**config.mk**
```make
export PLATFORM = sky130hd
export DESIGN_NAME = lowpwr_mode_ctrl
export DESIGN_NICKNAME = d
export VERILOG_FILES = /design/src/rtl/lpm_ctrl_pkg.sv /design/src/rtl/lpm_wake_eval.sv /design/src/rtl/lpm_mode_fsm.sv /design/src/rtl/lpm_out_decode.sv /design/src/rtl/lowpwr_mode_ctrl.sv
export SDC_FILE = /design/constraint.sdc
export NUM_CORES = 1
export LEC_CHECK = 0
export BUFFER_PORTS_ARGS = -buffer_cell sky130_fd_sc_hd__buf_2
export CORE_AREA = 2 2 39 41
export CTS_CLUSTER_DIAMETER = 120
export DETAILED_ROUTE_END_ITERATION = 7
export DIE_AREA = 0 0 41 43
export GPL_TIMING_DRIVEN = 0
export SYNTH_ARGS = -nofsm -noshare
export SYNTH_HDL_FRONTEND = slang
export SYNTH_SLANG_ARGS = --single-unit
```
**constraint.sdc**
```tcl
create_clock -name clk -period 1.25 [get_ports clk]
set_clock_uncertainty 0.05 [all_clocks]
set_input_delay 0.0625 -clock clk [delete_from_list [all_inputs] [get_ports clk]]
set_output_delay 0.0625 -clock clk [all_outputs]
set_load 0.05 [all_outputs]
```
**src/rtl/lpm_ctrl_pkg.sv**
```systemverilog
// Package: shared state and output encodings for the low-power mode controller.
// Assumes: mode and divider codes are decoded by neighbouring clock logic.
package lpm_ctrl_pkg;

    typedef enum logic [2:0] {
        ST_NRM_HI  = 3'd0,
        ST_NRM_LO  = 3'd1,
        ST_DZ_HI   = 3'd2,   // doze-high requested by software
        ST_DZ_LO   = 3'd3,
        ST_DZ_TMP  = 3'd4    // doze-high borrowed for coprocessor service
    } pm_state_e;

    localparam logic [1:0] MODE_NRM_HI = 2'b00;
    localparam logic [1:0] MODE_NRM_LO = 2'b01;
    localparam logic [1:0] MODE_DZ_HI  = 2'b10;
    localparam logic [1:0] MODE_DZ_LO  = 2'b11;

    localparam logic [1:0] DIV_NONE = 2'b00;
    localparam logic [1:0] DIV_HIGH = 2'b01;
    localparam logic [1:0] DIV_LOW  = 2'b10;

endpackage

```
**src/rtl/lpm_wake_eval.sv**
```systemverilog
// Module: lpm_wake_eval
// Purpose: combinational qualification of doze requests and wake events.
// Assumes: all inputs are synchronous to the controller clock.
module lpm_wake_eval #(
    parameter int               LPM_W     = 2,
    parameter logic [LPM_W-1:0] DOZE_CODE = 1
) (
    input  logic [LPM_W-1:0] lpm_field,
    input  logic             pwr_down_req,
    input  logic             tmr_nest,
    input  logic             irq_pending,
    input  logic             irq_wake_en,
    input  logic             dec_wake,
    output logic             doze_req,
    output logic             wake,
    output logic             wake_vec,
    output logic             exit_low
);

    logic irq_wake;

    // Qualify the doze request and classify the wake source.
    always_comb begin
        doze_req = (lpm_field == DOZE_CODE) && pwr_down_req && !tmr_nest;
        irq_wake = irq_pending && irq_wake_en;
        wake     = irq_wake || dec_wake;
        wake_vec = irq_wake;
        exit_low = !irq_wake_en;
    end

endmodule

```
**src/rtl/lpm_mode_fsm.sv**
```systemverilog
// Module: lpm_mode_fsm
// Purpose: mode state register, exit strobe and resume-type register.
// Assumes: wake/doze_req are already qualified by lpm_wake_eval.
module lpm_mode_fsm
    import lpm_ctrl_pkg::*;
(
    input  logic      clk,
    input  logic      rst_n,
    input  logic      doze_req,
    input  logic      clk_src_sel,
    input  logic      wake,
    input  logic      wake_vec,
    input  logic      exit_low,
    input  logic      cop_wake_en,
    input  logic      cop_busy,
    output pm_state_e state_q,
    output logic      lpm_clr,
    output logic      resume_vec
);

    pm_state_e state_d;
    logic      in_doze;
    logic      leave_doze;

    // Next-state selection; a wake outranks coprocessor activity.
    always_comb begin
        state_d = state_q;
        in_doze = (state_q == ST_DZ_HI) || (state_q == ST_DZ_LO) ||
                  (state_q == ST_DZ_TMP);
        leave_doze = in_doze && wake;
        case (state_q)
            ST_NRM_HI, ST_NRM_LO: begin
                if (doze_req)
                    state_d = clk_src_sel ? ST_DZ_LO : ST_DZ_HI;
            end
            ST_DZ_HI: begin
                if (wake)
                    state_d = ST_NRM_HI;
            end
            ST_DZ_LO: begin
                if (wake)
                    state_d = exit_low ? ST_NRM_LO : ST_NRM_HI;
                else if (cop_wake_en && cop_busy)
                    state_d = ST_DZ_TMP;
            end
            ST_DZ_TMP: begin
                if (wake)
                    state_d = exit_low ? ST_NRM_LO : ST_NRM_HI;
                else if (!cop_busy)
                    state_d = ST_DZ_LO;
            end
            default: state_d = ST_NRM_HI;
        endcase
    end

    // State, clear strobe and resume type, with synchronous reset.
    always_ff @(posedge clk) begin
        if (!rst_n) begin
            state_q    <= ST_NRM_HI;
            lpm_clr    <= 1'b0;
            resume_vec <= 1'b0;
        end else begin
            state_q <= state_d;
            lpm_clr <= leave_doze;
            if (leave_doze)
                resume_vec <= wake_vec;
        end
    end

    // the clear strobe never lasts two cycles.
    p_clr_single_r8: assert property (@(posedge clk) disable iff (!rst_n)
        lpm_clr |=> !lpm_clr);

    // without a qualified request a normal mode is kept.
    p_stay_normal_r3: assert property (@(posedge clk) disable iff (!rst_n)
        ((state_q == ST_NRM_HI || state_q == ST_NRM_LO) && !doze_req)
        |=> (state_q == $past(state_q)));

    // the borrowed doze-high returns to doze-low when the coprocessor idles.
    p_tmp_return_r10: assert property (@(posedge clk) disable iff (!rst_n)
        (state_q == ST_DZ_TMP && !wake && !cop_busy) |=> (state_q == ST_DZ_LO));

    // software doze-high only leaves on a wake.
    p_sw_hold_r11: assert property (@(posedge clk) disable iff (!rst_n)
        (state_q == ST_DZ_HI && !wake) |=> (state_q == ST_DZ_HI));

    // a wake beats coprocessor activity in the same cycle.
    p_wake_first_r12: assert property (@(posedge clk) disable iff (!rst_n)
        (state_q == ST_DZ_LO && wake && cop_busy && cop_wake_en)
        |=> (state_q == ST_NRM_HI || state_q == ST_NRM_LO));

endmodule

```
**src/rtl/lpm_out_decode.sv**
```systemverilog
// Module: lpm_out_decode
// Purpose: map the internal state onto the mode code and divider select.
// Assumes: the borrowed doze-high state reports as plain doze-high.
module lpm_out_decode
    import lpm_ctrl_pkg::*;
(
    input  pm_state_e  state_q,
    output logic [1:0] mode,
    output logic [1:0] div_sel
);

    // Translate state into externally visible codes.
    always_comb begin
        case (state_q)
            ST_NRM_LO: begin mode = MODE_NRM_LO; div_sel = DIV_NONE; end
            ST_DZ_HI:  begin mode = MODE_DZ_HI;  div_sel = DIV_HIGH; end
            ST_DZ_TMP: begin mode = MODE_DZ_HI;  div_sel = DIV_HIGH; end
            ST_DZ_LO:  begin mode = MODE_DZ_LO;  div_sel = DIV_LOW;  end
            default:   begin mode = MODE_NRM_HI; div_sel = DIV_NONE; end
        endcase
    end

endmodule

```
**src/rtl/lowpwr_mode_ctrl.sv**
```systemverilog
// Module: lowpwr_mode_ctrl (top)
// Purpose: four-mode power sequencer with a borrowed doze-high for coprocessor work.
// Assumes: synchronous inputs; the mode field register honours lpm_clr.
module lowpwr_mode_ctrl
    import lpm_ctrl_pkg::*;
#(
    parameter int               LPM_W     = 2,
    parameter logic [LPM_W-1:0] DOZE_CODE = 1
) (
    input  logic             clk,
    input  logic             rst_n,
    input  logic [LPM_W-1:0] lpm_field,
    input  logic             clk_src_sel,
    input  logic             pwr_down_req,
    input  logic             tmr_nest,
    input  logic             irq_wake_en,
    input  logic             cop_wake_en,
    input  logic             irq_pending,
    input  logic             dec_wake,
    input  logic             cop_busy,
    output logic [1:0]       mode,
    output logic [1:0]       div_sel,
    output logic             lpm_clr,
    output logic             resume_vec
);

    logic      doze_req;
    logic      wake;
    logic      wake_vec;
    logic      exit_low;
    pm_state_e state_q;

    lpm_wake_eval #(.LPM_W(LPM_W), .DOZE_CODE(DOZE_CODE)) u_eval (
        .lpm_field    (lpm_field),
        .pwr_down_req (pwr_down_req),
        .tmr_nest     (tmr_nest),
        .irq_pending  (irq_pending),
        .irq_wake_en  (irq_wake_en),
        .dec_wake     (dec_wake),
        .doze_req     (doze_req),
        .wake         (wake),
        .wake_vec     (wake_vec),
        .exit_low     (exit_low)
    );

    lpm_mode_fsm u_fsm (
        .clk         (clk),
        .rst_n       (rst_n),
        .doze_req    (doze_req),
        .clk_src_sel (clk_src_sel),
        .wake        (wake),
        .wake_vec    (wake_vec),
        .exit_low    (exit_low),
        .cop_wake_en (cop_wake_en),
        .cop_busy    (cop_busy),
        .state_q     (state_q),
        .lpm_clr     (lpm_clr),
        .resume_vec  (resume_vec)
    );

    lpm_out_decode u_dec (
        .state_q (state_q),
        .mode    (mode),
        .div_sel (div_sel)
    );

    // a pending interrupt with its enable clear keeps the block dozing.
    p_no_wake_r5: assert property (@(posedge clk) disable iff (!rst_n)
        (mode[1] && irq_pending && !irq_wake_en && !dec_wake) |=> mode[1]);

    // a normal mode never carries a doze divider.
    p_div_normal_r4: assert property (@(posedge clk) disable iff (!rst_n)
        !mode[1] |-> (div_sel == 2'b00));

endmodule

```
==> results by group <==
Clock network
  – CTS Sinks: 5
  – Clk pin slew, worst setup/hold paths: 0.04 ns
  – Clock latency on the worst-skew pair: ~0.24 ns
  – Hold Buf Count CTS: 0
  – CTS tree: done
  – H-tree Lvls: 1
  – Clock buffer depth: 2
  – Num CTS Buffers: 3
  – CTS root buf: clkbuf_4

Floorplanning
  – Initial cell density of the core: between 20% and 30%
  – Io pins: 18
  – Die area: 1760 µm²
  – Die Y: roughly 43 µm
  – Core Region: around 1400 µm²
  – Chip width: slightly above 40 µm
  – Core Rows: 14

Worst setup path
  – Crit path from: u_fsm.state_q[1]
  – Endpoint kind of the worst setup timing path: output port
  – CP required: around 1.1 ns
  – Reg-to-Reg Start: u_fsm.state_q[0]
  – End of the critical path: mode[1]
  – Reg2reg setup slack: about 0.030 ns
  – Arr. time, crit path: around 1.1 ns
  – R2R depth: 4
  – FF-to-FF End: u_fsm.state_q[0]
  – Setup Crit Path Kind: reg -> out
  – Crit-path max FO: 8
  – Crit start category: flop

STA
  – Final slew viol count: 0
  – Setup TNS: 0 ns
  – Setup ws final: between 0.008 and 0.009 ns
  – Minimum clock period: between 1 and 1.5 ns
  – Final Hold Violating Endpoints: 0
  – Fmax: 806 MHz
  – RSZ-0062 raised after global routing: yes
  – Least-Margin Pin Slew: between 0.3 and 0.4 ns
  – Slew HR: about three quarters
  – Hold WS: between 0.05 and 0.06 ns
  – Tcrit/Tclk final: between 90% and 100%
  – Final setup violation count: 0

Yosys
  – Synthesis-stage register bit count: 5
  – Synth Warn #: 0
  – Cell area after synthesis: between 300 and 400 µm²
  – Register area share after synthesis: 29.7%
  – Yosys cell types: 22
  – Syn Nets: 51
  – Post-Syn Area per Cell: 8.63 µm²
  – Post-synthesis cell count: 39

Final layout
  – Area Overhead vs Synth: 69.5%
  – Finished Core Util: roughly two fifths
  – Layout cells sized above 1: 60.0%
  – N_diodes: 0
  – # nets final: 78

Worst hold path
  – Hold crit path type: in -> reg

Route
  – Post-route DRC violation count: 0
  – Routed vias: about 410
  – First-pass iteration count of the detailed router: 4
  – Drt via density: between 5 and 6
  – Antenna-violating nets left: 0
  – Initial DRC count: 9
  – Wire length per cell: between 10 and 15 µm
  – Final wirelength: 970 µm

GRT
  – Total gr overflow: 0
  – Pin count of the biggest net entering global routing: 9
  – Number of global-route vias before repair: about 380
  – Initial antenna violation count: 0
  – Global-route wire length before repair: roughly 1.5 mm
  – Tot GR Track Use: 12.9%

Placed design
  – GPL Wtd Cong: 0.706
  – Place WS: -0.128 ns
  – IO buf count: 17

Status
  – Outcome: finished, final reports clean

Power and ir drop
  – Worst vdd ir: 249 µV
  – Pwr dens: around 830 nW/µm²
  – Leak Pwr: ~0.26 nW

Run
  – Number of max-cap violations: 0
[flip-flops by register name, indices dropped and copies added (netlist names)]
signal	count
u_fsm.lpm_clr	1
u_fsm.resume_vec	1
u_fsm.state_q	3
[cell usage in the layout (no fill, tap or decap), drive strengths merged, types with 2 or more instances in the layout]
master / Yosys / final
o21ai: 3 / 3
a21oi: 6 / 6
buf: 0 / 22
and3: 2 / 2
clkbuf: 0 / 4
nor2: 4 / 4
dfxtp: 5 / 5
nand4b: 2 / 2
nand2b: 3 / 3
nand2: 3 / 3
[worst min path at each step]
stage	startpoint	end	cells past startpoint
final	rst_n	u_fsm.resume_vec	2
after global routing	rst_n	u_fsm.resume_vec	2
after CTS	rst_n	u_fsm.resume_vec	2
after detailed placement	rst_n	u_fsm.resume_vec	2
after global placement	rst_n	u_fsm.resume_vec	2
after floorplan	rst_n	u_fsm.resume_vec	1
[critical path, cell delays in order (launching register included)]
cell      delay (ns)
dfxtp_4         0.37
nand2b_4        0.16
o21ai_4         0.17
buf_6           0.18
[metrics by stage]
stage          instance area [µm²]  cells  total power, mW
2_1_floorplan                  350     39            0.234
3_3_place_gp                   455     72            0.270
3_5_place_dp                   455     72            0.271
4_1_cts                        527     78            0.477
5_1_grt                        571     81            0.504
6_report                       571     81            0.473
[cell usage after synthesis]
library cell / n / area, µm²
o21ai_0: 2 / 10.0
nand4b_1: 2 / 17.5
a221oi_2: 1 / 15.0
nand2b_2: 1 / 8.76
and3_1: 2 / 12.5
a21oi_1: 4 / 20.0
a21boi_1: 1 / 7.51
nor2_1: 4 / 15.0
a211oi_1: 1 / 7.51
inv_1: 1 / 3.75
a21oi_2: 2 / 17.5
nand4bb_2: 1 / 16.3
o21ai_2: 1 / 8.76
a211o_1: 1 / 8.76
and3b_1: 1 / 8.76
mux2i_1: 1 / 10.0
a41o_1: 1 / 10.0
nand2b_1: 2 / 12.5
nand2_1: 3 / 11.3
dfxtp_1: 5 / 100
nand3b_1: 1 / 7.51
o21a_1: 1 / 7.51
[report_power, final]
part / leakage, nW / internal, mW / switching, mW
Sequential: 0.0428 / 0.161 / 0.00646
Clock: 0.0150 / 0.121 / 0.0713
Combinational: 0.207 / 0.0481 / 0.0652
Total: 0.264 / 0.330 / 0.143
[metal layers]
metal | track usage (%) | vias up | routed length [µm]
met2 | 18.1 | 20 | 477
met1 | 16.5 | 189 | 410
met5 | 0 | - | 0
li1 | - | 201 | -
met3 | 3.66 | 3 | 70
met4 | 8.00 | 0 | 12
[repair_timing]
item / 4_1_cts / 5_1_grt
gates resized for setup: 11 / 6
endpoints found under the setup margin: 8 / 7
pin swaps: 1 / 4
hold endpoints to repair: 0 / 0
setup buffers: 2 / 3
[area by class of cell]
type	count	area [µm²]
clock buffers	4	26.3
fillers	154	813
inverters	1	3.75
multi-input cells	33	268
flip-flops and latches	5	111
well taps	16	20.0
repair buffers	22	141
[logic make-up after synthesis]
| kind of cell | share of synthesized area, % |
|---|---|
| and+or+nand+nor | 32.7 |
| AOI/OAI and AO/OA | 33.5 |
| DFF | 29.7 |
| muxes | 2.97 |
| buffers and inverters | 1.11 |
Note: power is estimated with default switching activity, not from simulation.
